--- src/rtl/chirp_scan_pkg.sv ---
package chirp_scan_pkg;

  localparam int NUM_PHASES = 5;
  localparam int PH_W       = 3;

  // Values 1..5 are the timed phases in order; the phase index is value-1.
  typedef enum logic [2:0] {
    ST_IDLE    = 3'd0,
    ST_LCHIRP  = 3'd1,
    ST_LLISTEN = 3'd2,
    ST_GUARD   = 3'd3,
    ST_SCHIRP  = 3'd4,
    ST_SLISTEN = 3'd5,
    ST_ADVANCE = 3'd6
  } seq_state_e;

  // Strobes from control to datapath
  typedef struct packed {
    logic            load;       // reload the phase timer
    logic [PH_W-1:0] loadPhase;  // which duration to reload from
    logic            dec;        // count the timer down
    logic            chirpStart; // a chirp begins on this edge
    logic            step;       // advance the nested counters
  } ctrl_strobe_t;

endpackage

--- src/rtl/chirp_scan_dp.sv ---
module chirp_scan_dp
  import chirp_scan_pkg::*;
#(
  parameter int TIMER_W = 16,
  parameter int CNT_W   = 6,
  parameter int ELEVS   = 31,
  parameter int AZIMS   = 50
) (
  input  logic                                 clk,
  input  logic                                 rstN,
  input  ctrl_strobe_t                         strb,
  input  logic [NUM_PHASES-1:0][TIMER_W-1:0]   durs,
  input  logic [CNT_W-1:0]                     chirpsPerElev,
  output logic                                 timerLast,
  output logic                                 lastChirp,
  output logic                                 lastAll,
  output logic                                 chirpToggle,
  output logic                                 elevToggle,
  output logic                                 azimToggle,
  output logic [CNT_W-1:0]                     elevCount,
  output logic [CNT_W-1:0]                     azimCount,
  output logic                                 scanDone
);

  localparam logic [CNT_W-1:0] ELEV_LAST = CNT_W'(ELEVS - 1);
  localparam logic [CNT_W-1:0] AZIM_LAST = CNT_W'(AZIMS - 1);

  logic [TIMER_W-1:0] timer;
  logic [TIMER_W-1:0] loadVal;
  logic [CNT_W-1:0]   chirpCnt;
  logic               lastElev;
  logic               lastAzim;

  // Duration select for the phase being entered
  always_comb begin
    loadVal = '0;
    for (int i = 0; i < NUM_PHASES; i++) begin
      if (strb.loadPhase == PH_W'(i)) loadVal = durs[i];
    end
  end

  // Down-counting phase timer; a value of 0 or 1 ends the phase this cycle
  always_ff @(posedge clk or negedge rstN) begin
    if (!rstN)          timer <= '0;
    else if (strb.load) timer <= loadVal;
    else if (strb.dec)  timer <= timer - 1'b1;
  end

  assign timerLast = (timer <= TIMER_W'(1));

  // Boundary decodes; chirps-per-elevation of 0 behaves as 1
  assign lastChirp = ({1'b0, chirpCnt} + 1'b1) >= {1'b0, chirpsPerElev};
  assign lastElev  = (elevCount >= ELEV_LAST);
  assign lastAzim  = (azimCount >= AZIM_LAST);
  assign lastAll   = lastChirp && lastElev && lastAzim;

  // Nested counters
  always_ff @(posedge clk or negedge rstN) begin
    if (!rstN) begin
      chirpCnt   <= '0;
      elevCount  <= '0;
      azimCount  <= '0;
      elevToggle <= 1'b0;
      azimToggle <= 1'b0;
    end else if (strb.step) begin
      if (lastChirp) begin
        chirpCnt   <= '0;
        elevToggle <= ~elevToggle;
        if (lastElev) begin
          elevCount  <= '0;
          azimToggle <= ~azimToggle;
          if (lastAzim) azimCount <= '0;
          else          azimCount <= azimCount + 1'b1;
        end else begin
          elevCount <= elevCount + 1'b1;
        end
      end else begin
        chirpCnt <= chirpCnt + 1'b1;
      end
    end
  end

  // Chirp indicator and scan completion pulse
  always_ff @(posedge clk or negedge rstN) begin
    if (!rstN) begin
      chirpToggle <= 1'b0;
      scanDone    <= 1'b0;
    end else begin
      if (strb.chirpStart) chirpToggle <= ~chirpToggle;
      scanDone <= strb.step && lastAll;
    end
  end

endmodule

--- src/rtl/chirp_scan_ctrl.sv ---
module chirp_scan_ctrl
  import chirp_scan_pkg::*;
(
  input  logic         clk,
  input  logic         rstN,
  input  logic         autoMode,
  input  logic         trigger,
  input  logic         timerLast,
  input  logic         lastChirp,
  input  logic         lastAll,
  output ctrl_strobe_t strb,
  output logic         scanning,
  output logic         commitStrobe
);

  seq_state_e state, nextState;

  always_ff @(posedge clk or negedge rstN) begin
    if (!rstN) state <= ST_IDLE;
    else       state <= nextState;
  end

  always_comb begin
    nextState = state;
    strb      = '0;
    unique case (state)
      ST_IDLE: begin
        if (autoMode || trigger) begin
          nextState       = ST_LCHIRP;
          strb.load       = 1'b1;
          strb.loadPhase  = PH_W'(0);
          strb.chirpStart = 1'b1;
        end
      end
      ST_ADVANCE: begin
        strb.step = 1'b1;
        if (lastAll && !autoMode) begin
          nextState = ST_IDLE;
        end else begin
          nextState       = ST_LCHIRP;
          strb.load       = 1'b1;
          strb.loadPhase  = PH_W'(0);
          strb.chirpStart = 1'b1;
        end
      end
      default: begin
        if (timerLast) begin
          if (state == ST_SLISTEN) begin
            nextState = ST_ADVANCE;
          end else begin
            nextState      = seq_state_e'(state + 3'd1);
            strb.load      = 1'b1;
            strb.loadPhase = PH_W'(state);  // next phase index
          end
        end else begin
          strb.dec = 1'b1;
        end
      end
    endcase
  end

  assign scanning     = (state != ST_IDLE);
  assign commitStrobe = (state == ST_IDLE) || ((state == ST_ADVANCE) && lastChirp);

endmodule

--- src/rtl/chirp_scan_seq.sv ---
module chirp_scan_seq
  import chirp_scan_pkg::*;
#(
  parameter int TIMER_W = 16,
  parameter int CNT_W   = 6,
  parameter int ELEVS   = 31,
  parameter int AZIMS   = 50
) (
  input  logic               clk,
  input  logic               rstN,
  input  logic               autoMode,
  input  logic               trigger,
  input  logic [TIMER_W-1:0] cfgLongChirp,
  input  logic [TIMER_W-1:0] cfgLongListen,
  input  logic [TIMER_W-1:0] cfgGuard,
  input  logic [TIMER_W-1:0] cfgShortChirp,
  input  logic [TIMER_W-1:0] cfgShortListen,
  input  logic [CNT_W-1:0]   cfgChirpsPerElev,
  output logic               chirpToggle,
  output logic               elevToggle,
  output logic               azimToggle,
  output logic [CNT_W-1:0]   elevCount,
  output logic [CNT_W-1:0]   azimCount,
  output logic               scanning,
  output logic               scanDone,
  output logic               commitStrobe
);

  ctrl_strobe_t                       strb;
  logic [NUM_PHASES-1:0][TIMER_W-1:0] durs;
  logic                               timerLast;
  logic                               lastChirp;
  logic                               lastAll;

  // Phase order follows the index used by the control
  assign durs[0] = cfgLongChirp;
  assign durs[1] = cfgLongListen;
  assign durs[2] = cfgGuard;
  assign durs[3] = cfgShortChirp;
  assign durs[4] = cfgShortListen;

  chirp_scan_ctrl u_ctrl (
    .clk          (clk),
    .rstN         (rstN),
    .autoMode     (autoMode),
    .trigger      (trigger),
    .timerLast    (timerLast),
    .lastChirp    (lastChirp),
    .lastAll      (lastAll),
    .strb         (strb),
    .scanning     (scanning),
    .commitStrobe (commitStrobe)
  );

  chirp_scan_dp #(
    .TIMER_W (TIMER_W),
    .CNT_W   (CNT_W),
    .ELEVS   (ELEVS),
    .AZIMS   (AZIMS)
  ) u_dp (
    .clk           (clk),
    .rstN          (rstN),
    .strb          (strb),
    .durs          (durs),
    .chirpsPerElev (cfgChirpsPerElev),
    .timerLast     (timerLast),
    .lastChirp     (lastChirp),
    .lastAll       (lastAll),
    .chirpToggle   (chirpToggle),
    .elevToggle    (elevToggle),
    .azimToggle    (azimToggle),
    .elevCount     (elevCount),
    .azimCount     (azimCount),
    .scanDone      (scanDone)
  );

endmodule

--- config.mk ---
export PLATFORM = sky130hd
export DESIGN_NAME = chirp_scan_seq
export DESIGN_NICKNAME = d
export VERILOG_FILES = /design/src/rtl/chirp_scan_pkg.sv /design/src/rtl/chirp_scan_dp.sv /design/src/rtl/chirp_scan_ctrl.sv /design/src/rtl/chirp_scan_seq.sv
export SDC_FILE = /design/constraint.sdc
export NUM_CORES = 1
export LEC_CHECK = 0
export CAP_MARGIN = 20
export CORE_MARGIN = 2
export CORE_UTILIZATION = 50
export CTS_CLUSTER_SIZE = 16
export DETAILED_ROUTE_END_ITERATION = 6
export HOLD_SLACK_MARGIN = 0.15
export PLACE_DENSITY = 0.87
export SYNTH_ARGS = -nofsm -noshare
export SYNTH_HDL_FRONTEND = slang
export SYNTH_HIERARCHICAL = 1
export SYNTH_SLANG_ARGS = --single-unit
--- constraint.sdc ---
create_clock -name clk -period 5.1 [get_ports clk]
set_clock_uncertainty 0.15 [all_clocks]
set_input_delay 1.02 -clock clk [delete_from_list [all_inputs] [get_ports clk]]
set_output_delay 1.02 -clock clk [all_outputs]
set_load 0.01 [all_outputs]
# --- Word level (Yosys, flattened, before mapping) ---
# Index checks and enable logic that the tools add are counted.
op_classes:
  mux: 26
  add_sub_neg: 6
  eq_ne: 7
  bitwise_logic: 3
  n_reduce_logical: 17
  magnitude_cmp: 4
ops:
  columns: ["cell", "count"]
  rows:
  - ["two-way mux 16 bit", 7]
  - ["adder 6 x 1 -> 6 bit, second input constant", 3]
  - ["two-way mux 6 bit", 3]
  - ["less-or-equal comparator 16 x 1 -> 1 bit, second input constant", 1]
  - ["two-way mux 4 bit", 4]
  - ["subtractor 16 x 1 -> 16 bit, second input constant", 1]
  - ["== test 3 bit, second input constant", 3]
  - ["two-way mux 3 bit", 3]
  - ["one-hot mux 4 bit (2 select lines)", 1]
  - ["adder 6 x 1 -> 7 bit, second input constant", 1]
  - [">= comparator 7 x 6 -> 1 bit", 1]
  - ["== test 3 x 2 -> 1 bit, second input constant", 2]
  - [">= comparator 6 x 5 -> 1 bit, second input constant", 1]
  - [">= comparator 6 bit, second input constant", 1]
  - ["zero test 3 bit", 2]
  - ["two-way mux 1 bit", 6]
  - ["one-hot mux 3 bit (2 select lines)", 1]
  - ["nonzero test 3 bit", 2]
  - ["logical AND 1 bit", 5]
  - ["AND reduction 2 bit", 2]
  - ["adder 3 x 1 -> 3 bit, second input constant", 1]
  - ["== test 3 x 1 -> 1 bit, second input constant", 1]
  - ["inverter 1 bit", 3]
  - ["AND reduction 3 bit", 1]
  - ["6 further kinds", 7]
totals:
  elab_cells: 72
  out_inout_bits: 18
  register_bits: 41
  in_bits: 90

# --- Logic depth before layout (Yosys ltp) ---
# Gate-level depths: netlist of the first run.
logic_depth:
  ltp_word: 14
  depth_mapped: 16
  mapped_depth_nobuf: 14

# --- Modules after synthesis ---
# Netlist of the first run, hierarchy kept.
by_module_without_submodules:
  columns: ["mod", "area_per_inst_um2", "cells_per_inst", "n_inst", "seq_area_each_um2"]
  rows:
  - ["chirp_scan_dp", 2748.9, 266, 1, 950.9]
  - ["chirp_scan_ctrl", 380.4, 41, 1, 75.1]

# --- Worst setup path before layout of the first run ---
# OpenSTA, ideal clock, no wires.
synth_timing:
  path_type: "input -> register"
  from: "input cfgChirpsPerElev[2]"
  to: "register u_dp.timer[5]"
  path_slack_ns: 1.707
  stages: 14
  setup_time_ns: 0.137
  arrival_ns: 3.106
  t_required_ns: 4.813
  n_path_buf: 2
  path_cell_list: "inv_1 ha_1 a21o_1 a31oi_1 o211ai_1 buf_2 nor2b_1 nor2b_1 or2_1 o211ai_1 inv_1 clkbuf_1 a221oi_1 a21oi_1"
synth_lines:
  columns: ["element", "line", "source"]
  rows:
  - ["start: declaration", "chirp_scan_seq.sv:18", "input logic [CNT_W-1:0] cfgChirpsPerElev,"]
  - ["end signal: assignment", "chirp_scan_dp.sv:45", "else if (strb.load) timer <= loadVal;"]
  - ["end signal: assignment", "chirp_scan_dp.sv:46", "else if (strb.dec) timer <= timer - 1'b1;"]
  - ["end: declaration", "chirp_scan_dp.sv:28", "logic [TIMER_W-1:0] timer;"]

# --- Final worst setup path of the first run ---
layout_timing:
  from: "input cfgChirpsPerElev[2]"
  to: "output commitStrobe"
layout_via:
  elab_chain_len: 3
layout_lines:
  columns: ["element", "line", "source"]
  rows:
  - [">= comparator 7 x 6 -> 1 bit", "chirp_scan_dp.sv:52", "assign lastChirp = ({1'b0, chirpCnt} + 1'b1) >= {1'b0, chirpsPerElev};"]
  - ["net lastChirp", "chirp_scan_seq.sv:32", "logic lastChirp;"]
  - ["logical AND 1 bit", "chirp_scan_ctrl.sv:63", "assign commitStrobe = (state == ST_IDLE) || ((state == ST_ADVANCE) && lastChirp);"]
  - ["logical OR 1 bit", "chirp_scan_ctrl.sv:63", null]
  - ["end: declaration", "chirp_scan_seq.sv:26", "output logic commitStrobe"]
# The timed path passes the listed nets, and every way through them passes these cells.

==> results.cfg, run 1 <==
[status]
outcome = finished clean

[power]
p_switching_mw = 0.3921
seq_power_share = 0.421
worst_ir_drop_vdd_uv = 113.6
p_per_area_nw_per_um2 = 258.7
p_leak_nw = 1.654
p_int_mw = 0.7271
clock_power_share = 0.186
switching_share = 0.3503
p_comb_frac = 0.392

[routing]
drt.antenna.violating_nets = 0
firstDrtPassIters = 4
drc_errors = 0
vias = 2886
avgRoutedWirePerCell_um = 16.61
wl_mm = 8.074
via_per_inst = 5.938
drt-initial-drc-count = 147

[die]
die_area_um2 = 6907
fp.coreArea_um2 = 5991
die_w_um = 83.11
io_pins = 108
start_util = 0.5223
row_count = 28
fp.dieH_um = 83.11

[clocking]
root_buffer = clkbuf_8
clock_sinks = 41
cts_buffer_depth = 2
htreeDepth = 2
tritoncts = built
hold_buffers = 0
numCtsBuffers = 5
clk_latency_ns = 0.30
cts_resized = 0
path_clk_slew_ns = 0.08
cts_setup_buffers = 0

[synthesis]
ys.flop_type = dfrtp_1
ys_types = 58
netlist_instances = 307
synth_edf_count = 0
synthesis.nets = 415
ys_ff_latch = 41
netlist_area_um2 = 3129
syn_area_per_cell_um2 = 10.19
yosysWarnings = 6
ys_seq_area_frac = 0.3279
synth_async_sr_flop_share = 1.000

[grt]
grtUsageTotal = 0.2366
grt_pass1_vias = 3013
use_met3 = 0.05070
busiest_layer = met2
grt_max_degree = 42
grt_pass1_wl_mm = 13.41
use_met2 = 0.4238
met1_usage = 0.2680
overflow = 0
antenna_found_initial = 0

[timing]
setup_tns_ns = 0
holdWs_ns = 0.3192
max_freq_mhz = 218.9
worst_pin_slew_ns = 0.9029
rsz0062_at_grt = false
post-route-min-period_ns = 4.568
drv_slew = 0
period_share = 0.8956
setup_viol = 0
finalHoldViolCount = 0
relSlewSlack = 0.3981

[final_layout]
fillers = 406
antenna_cells = 0
layout_common_cells = 106 x clkdlybuf4s50_1, 41 x dfrtp_1, 20 x nand2_1, 18 x a21oi_1, 18 x ha_1
num-nets-final = 518
layout_commonest_cell = clkdlybuf4s50_1
layout-drive-gt1-share = 0.1119
area_growth_pct = 38.22
final_area_um2 = 4325
seqCellArea_um2 = 1026
multi_input_area_um2 = 1959

[critical_path]
critPathBufInv = 3
crit_chain = clkdlybuf4s50_1, inv_1, ha_1, a21o_1, a31oi_1, o211ai_1, nand3_1, nand2_1, clkdlybuf4s50_1
crit_type = input pin to output pin
cp.required_ns = 3.93
path_max_fanout = 11
crit_top_cell = clkdlybuf4s50_1
critPathTopFamily = buffers and inverters
cp.arrival_ns = 3.40
crit_path_end_kind = output pin
crit_path_top_delay_cell = o211ai_1
worstSetupStartpointType = input pin
cp_slowest_stage_delay_ns = 0.66

[place]
placed_area_um2 = 4243
hpwlAfterDp_mm = 6.526
portBuffers = 107
gp_congestion = 0.8597

[job]
max_cap_violations = 0

[min_path]
hold_path_class = register to register
## metrics by stage
step / total power [mW] / setup slack, ns / std cells / util
6_report: 1.119 / 0.5323 / 486 / 0.7220
5_1_grt: 1.196 / 0.3406 / 486 / 0.7220
3_3_place_gp: 0.8943 / 0.5459 / 478 / 0.7082
3_5_place_dp: 0.9138 / 0.5304 / 478 / 0.7082
2_1_floorplan: 0.7575 / 1.707 / 307 / -
4_1_cts: 1.126 / 0.5352 / 486 / 0.7220
## routing by layer
metal	vias to the layer above	routed length [um]
met3	25	496
met4	0	277
met2	129	4155
met1	1377	3145
li1	1355	-
met5	-	0
## path summary, 6_finish.rpt
check	from	endpoint	slack (ns)	cells past startpoint
min	u_dp/elevToggle	u_dp/elevToggle	0.32	1
max in group asynchronous	rstN	u_dp/chirpCnt[4]	3.54	1
min reg2reg	u_dp/elevToggle	u_dp/elevToggle	0.32	1
max	cfgChirpsPerElev[2]	commitStrobe	0.53	9
max reg2reg	u_dp/chirpCnt[0]	u_dp/timer[2]	1.19	13
min in group asynchronous	rstN	u_dp/elevCount[4]	0.69	1
## synthesized netlist by cell type, types with 2 or more instances
cell type,n,share of area
and3_1,3,0.0060
nand2_1,20,0.024
nand2b_1,5,0.010
o21ai_1,8,0.013
or3_1,2,0.0040
xnor2_1,12,0.034
o2bb2ai_1,6,0.017
nand3_1,13,0.021
inv_1,15,0.018
buf_6,2,0.0072
nor2b_1,4,0.0080
a41oi_1,2,0.0056
nor3_1,5,0.0080
and2_1,4,0.0080
o21ai_0,12,0.019
nor2_1,18,0.022
mux4_2,15,0.11
or4_1,2,0.0048
buf_2,9,0.014
xor2_1,9,0.025
a21o_1,2,0.0048
mux2_4,2,0.0096
or2_1,3,0.0060
dfrtp_1,41,0.33
ha_1,18,0.072
clkbuf_1,4,0.0048
a31oi_1,3,0.0060
a21oi_1,18,0.029
o31ai_1,5,0.012
nor3_2,2,0.0064
a221oi_1,15,0.042
o211ai_1,2,0.0048
## area by class of cell
class	count	share of cell area
clock buffer	6	0.01678
clock inverter	2	0.002314
inverter	16	0.01388
multi-input combinational	234	0.4530
sequential	41	0.2372
tap	75	0.02170
timing repair buffer	112	0.2551
## cells by family after synthesis
logic type | Yosys count | share of synthesized area
simple gates | 93 | 0.1723
compound gates | 83 | 0.1979
flops | 41 | 0.3279
buf+inv | 32 | 0.04677
xor+xnor | 21 | 0.05878
mux | 19 | 0.1243
fa+ha+maj | 18 | 0.07197
## power by group through the flow
stage	registers, mW	clock network (mW)	logic [mW]
detailed placement	0.477	0	0.437
finish	0.471	0.209	0.439
CTS	0.471	0.215	0.440
global route	0.482	0.228	0.486
global placement	0.469	0	0.425
floorplan	0.463	0	0.295
## registers in the layout, indices dropped and copies added, names as in the netlist
register          flops
u_dp/azimToggle       1
u_dp/scanDone         1
u_dp/elevToggle       1
u_dp/chirpCnt         6
u_dp/chirpToggle      1
u_dp/timer           16
u_ctrl/state          3
u_dp/azimCount        6
u_dp/elevCount        6
Power figures use the tool's default switching activity.
==> run 2, diff against run 1 <==
--- a/config.mk
+++ b/config.mk
@@ -7,11 +7,10 @@
 export LEC_CHECK = 0
 export CAP_MARGIN = 20
 export CORE_MARGIN = 2
-export CORE_UTILIZATION = 50
+export CORE_UTILIZATION = 23
 export CTS_CLUSTER_SIZE = 16
 export DETAILED_ROUTE_END_ITERATION = 6
 export HOLD_SLACK_MARGIN = 0.15
-export PLACE_DENSITY = 0.87
 export SYNTH_ARGS = -nofsm -noshare
 export SYNTH_HDL_FRONTEND = slang
 export SYNTH_HIERARCHICAL = 1
==> run 2 against run 1 <==
Die area up 110%. Cell area rose by 4.2%. Clock-buffer cell count is the same. Worst setup slack better by 0.25 ns. Via count down 4.2%. First-iteration DRC count increased by 6.8%. Combinational power decreased by 1%. Power increased by 8.6%. Maximum frequency up 5.7%. Hold slack improved by 0.0038 ns. Critical endpoint unchanged.
==> results.cfg, run 2 (same netlist as run 1, synthesis figures left out) <==
[critical_path]
r2r.worst_path.cells = 14
path_depth = 10
cp.required_ns = 3.93
crit_type = input pin to output pin
cp_slowest_stage_delay_ns = 0.48
timing.rr.start = u_dp/chirpCnt[0]
crit_top_cell = clkdlybuf4s50_1
critPathCapture = commitStrobe
cp.arrival_ns = 3.15
crit_chain = clkdlybuf4s50_1, inv_1, ha_1, a21o_1, a31oi_1, o211ai_1, buf_4, nand3_1, nand2_1, clkdlybuf4s50_1
crit_path_end_kind = output pin
crit_path_top_delay_cell = clkdlybuf4s50_1
critPathBufInv = 4
worstSetupStartpointType = input pin
r2r_end = u_dp/timer[2]
path_max_fanout = 11
critPathTopFamily = buffers and inverters
r2r_setup_slack_ns = 1.30
crit_start = cfgChirpsPerElev[2]

[power]
p_switching_mw = 0.4032
worst_ir_drop_vdd_uv = 132.6
p_comb_frac = 0.357
p_int_mw = 0.8124
seq_power_share = 0.388
p_leak_nw = 1.668
clock_power_share = 0.255
p_per_area_nw_per_um2 = 269.8
switching_share = 0.3317

[timing]
period_share = 0.8470
post-route-min-period_ns = 4.320
relSlewSlack = 0.3784
setup_ws_ns = 0.7802
setup_tns_ns = 0
max_freq_mhz = 231.5
finalHoldViolCount = 0
holdWs_ns = 0.3230
drv_slew = 0
rsz0062_at_grt = false
setup_viol = 0
worst_pin_slew_ns = 0.9324

[die]
die_area_um2 = 14550
io_pins = 108
fp.dieH_um = 120.6
fp.coreArea_um2 = 13240
die_w_um = 120.6
start_util = 0.2363
row_count = 42

[clocking]
clock_sinks = 41
clk_latency_ns = 0.28
root_buffer = clkbuf_16
htreeDepth = 2
hold_buffers = 0
tritoncts = built
cts_setup_buffers = 0
cts_buffer_depth = 2
cts_resized = 0
path_clk_slew_ns = 0.06
numCtsBuffers = 5

[routing]
firstDrtPassIters = 4
avgRoutedWirePerCell_um = 14.09
drt-initial-drc-count = 157
drc_errors = 0
wl_mm = 8.259
via_per_inst = 4.717
vias = 2764
drt.antenna.violating_nets = 0

[place]
portBuffers = 107
gp_congestion = 0.7920
dp_slack_ns = 0.6829
hpwlAfterDp_mm = 6.559
dp.cells = 578
placed_area_um2 = 4362

[grt]
grt_pass1_vias = 2821
grt_pass1_wl_mm = 13.43
grt_max_degree = 42
antenna_found_initial = 0
overflow = 0
grtUsageTotal = 0.1135

[final_layout]
antenna_cells = 0
final_area_um2 = 4506
area_growth_pct = 43.98
fillers = 1401
largest_register_ffs = 16
top_register = u_dp/timer
layout_common_cells = 106 x clkdlybuf4s50_1, 41 x dfrtp_1, 20 x nand2_1, 18 x a21oi_1, 18 x ha_1
layout-drive-gt1-share = 0.1098
layout_commonest_cell = clkdlybuf4s50_1
num-nets-final = 517
final_cell_count_no_fill = 586

[min_path]
hold_path_class = register to register

[job]
max_cap_violations = 0

[status]
outcome = finished clean
[run 2: worst reg2reg max path, cell delays in order, from the launching register on]
cell and delay [ns]:
dfrtp_1 0.42, ha_1 0.31, xor2_1 0.17, ha_1 0.29, a21o_1 0.16, a31oi_1 0.23
o211ai_1 0.15, buf_4 0.19, nor2b_1 0.13, nor2b_1 0.13, or2_1 0.25, o211ai_1 0.13
inv_1 0.44, a221oi_1 0.41, a31oi_1 0.07
[run 2: layer usage]
layer / share of wire / GRT usage
met1: 0.42 / 0.1369
met2: 0.50 / 0.1992
met3: 0.067 / 0.02877
met4: 0.0091 / 0.03270
met5: 0 / 0
[run 2: through the flow]
stage	utilization	power, mW
2_1_floorplan	-	0.7575
3_3_place_gp	0.3294	0.8998
3_5_place_dp	0.3294	0.9098
4_1_cts	0.3402	1.230
5_1_grt	0.3402	1.297
6_report	0.3402	1.216
[run 2: worst min path at each step]
stage | from | end | slack, ns | cells after the start
global placement | u_dp/elevToggle | u_dp/elevToggle | 0.31 | 1
CTS | u_dp/elevToggle | u_dp/elevToggle | 0.33 | 1
finish | u_dp/elevToggle | u_dp/elevToggle | 0.32 | 1
global route | u_dp/elevToggle | u_dp/elevToggle | 0.35 | 1
floorplan | u_dp/chirpCnt[1] | u_dp/chirpCnt[1] | 0.32 | 1
detailed placement | u_dp/elevToggle | u_dp/elevToggle | 0.33 | 1
[run 2: area by class of cell]
type | instances | area (um^2) | share of cell area
Sequential cell | 41 | 1026 | 0.2277
Timing Repair Buffer | 111 | 1096 | 0.2433
Multi-Input combinational cell | 234 | 1959 | 0.4349
Clock inverter | 2 | 15.01 | 0.003332
Clock buffer | 6 | 128.9 | 0.02860
Inverter | 16 | 60.06 | 0.01333
Tap cell | 176 | 220.2 | 0.04888
[run 2: power groups by stage]
stage | Combinational [mW] | Sequential [mW] | Clock, mW
detailed placement | 0.433 | 0.477 | 0
finish | 0.434 | 0.471 | 0.310
global placement | 0.425 | 0.474 | 0
global route | 0.485 | 0.482 | 0.331
CTS | 0.437 | 0.472 | 0.321
floorplan | 0.295 | 0.463 | 0
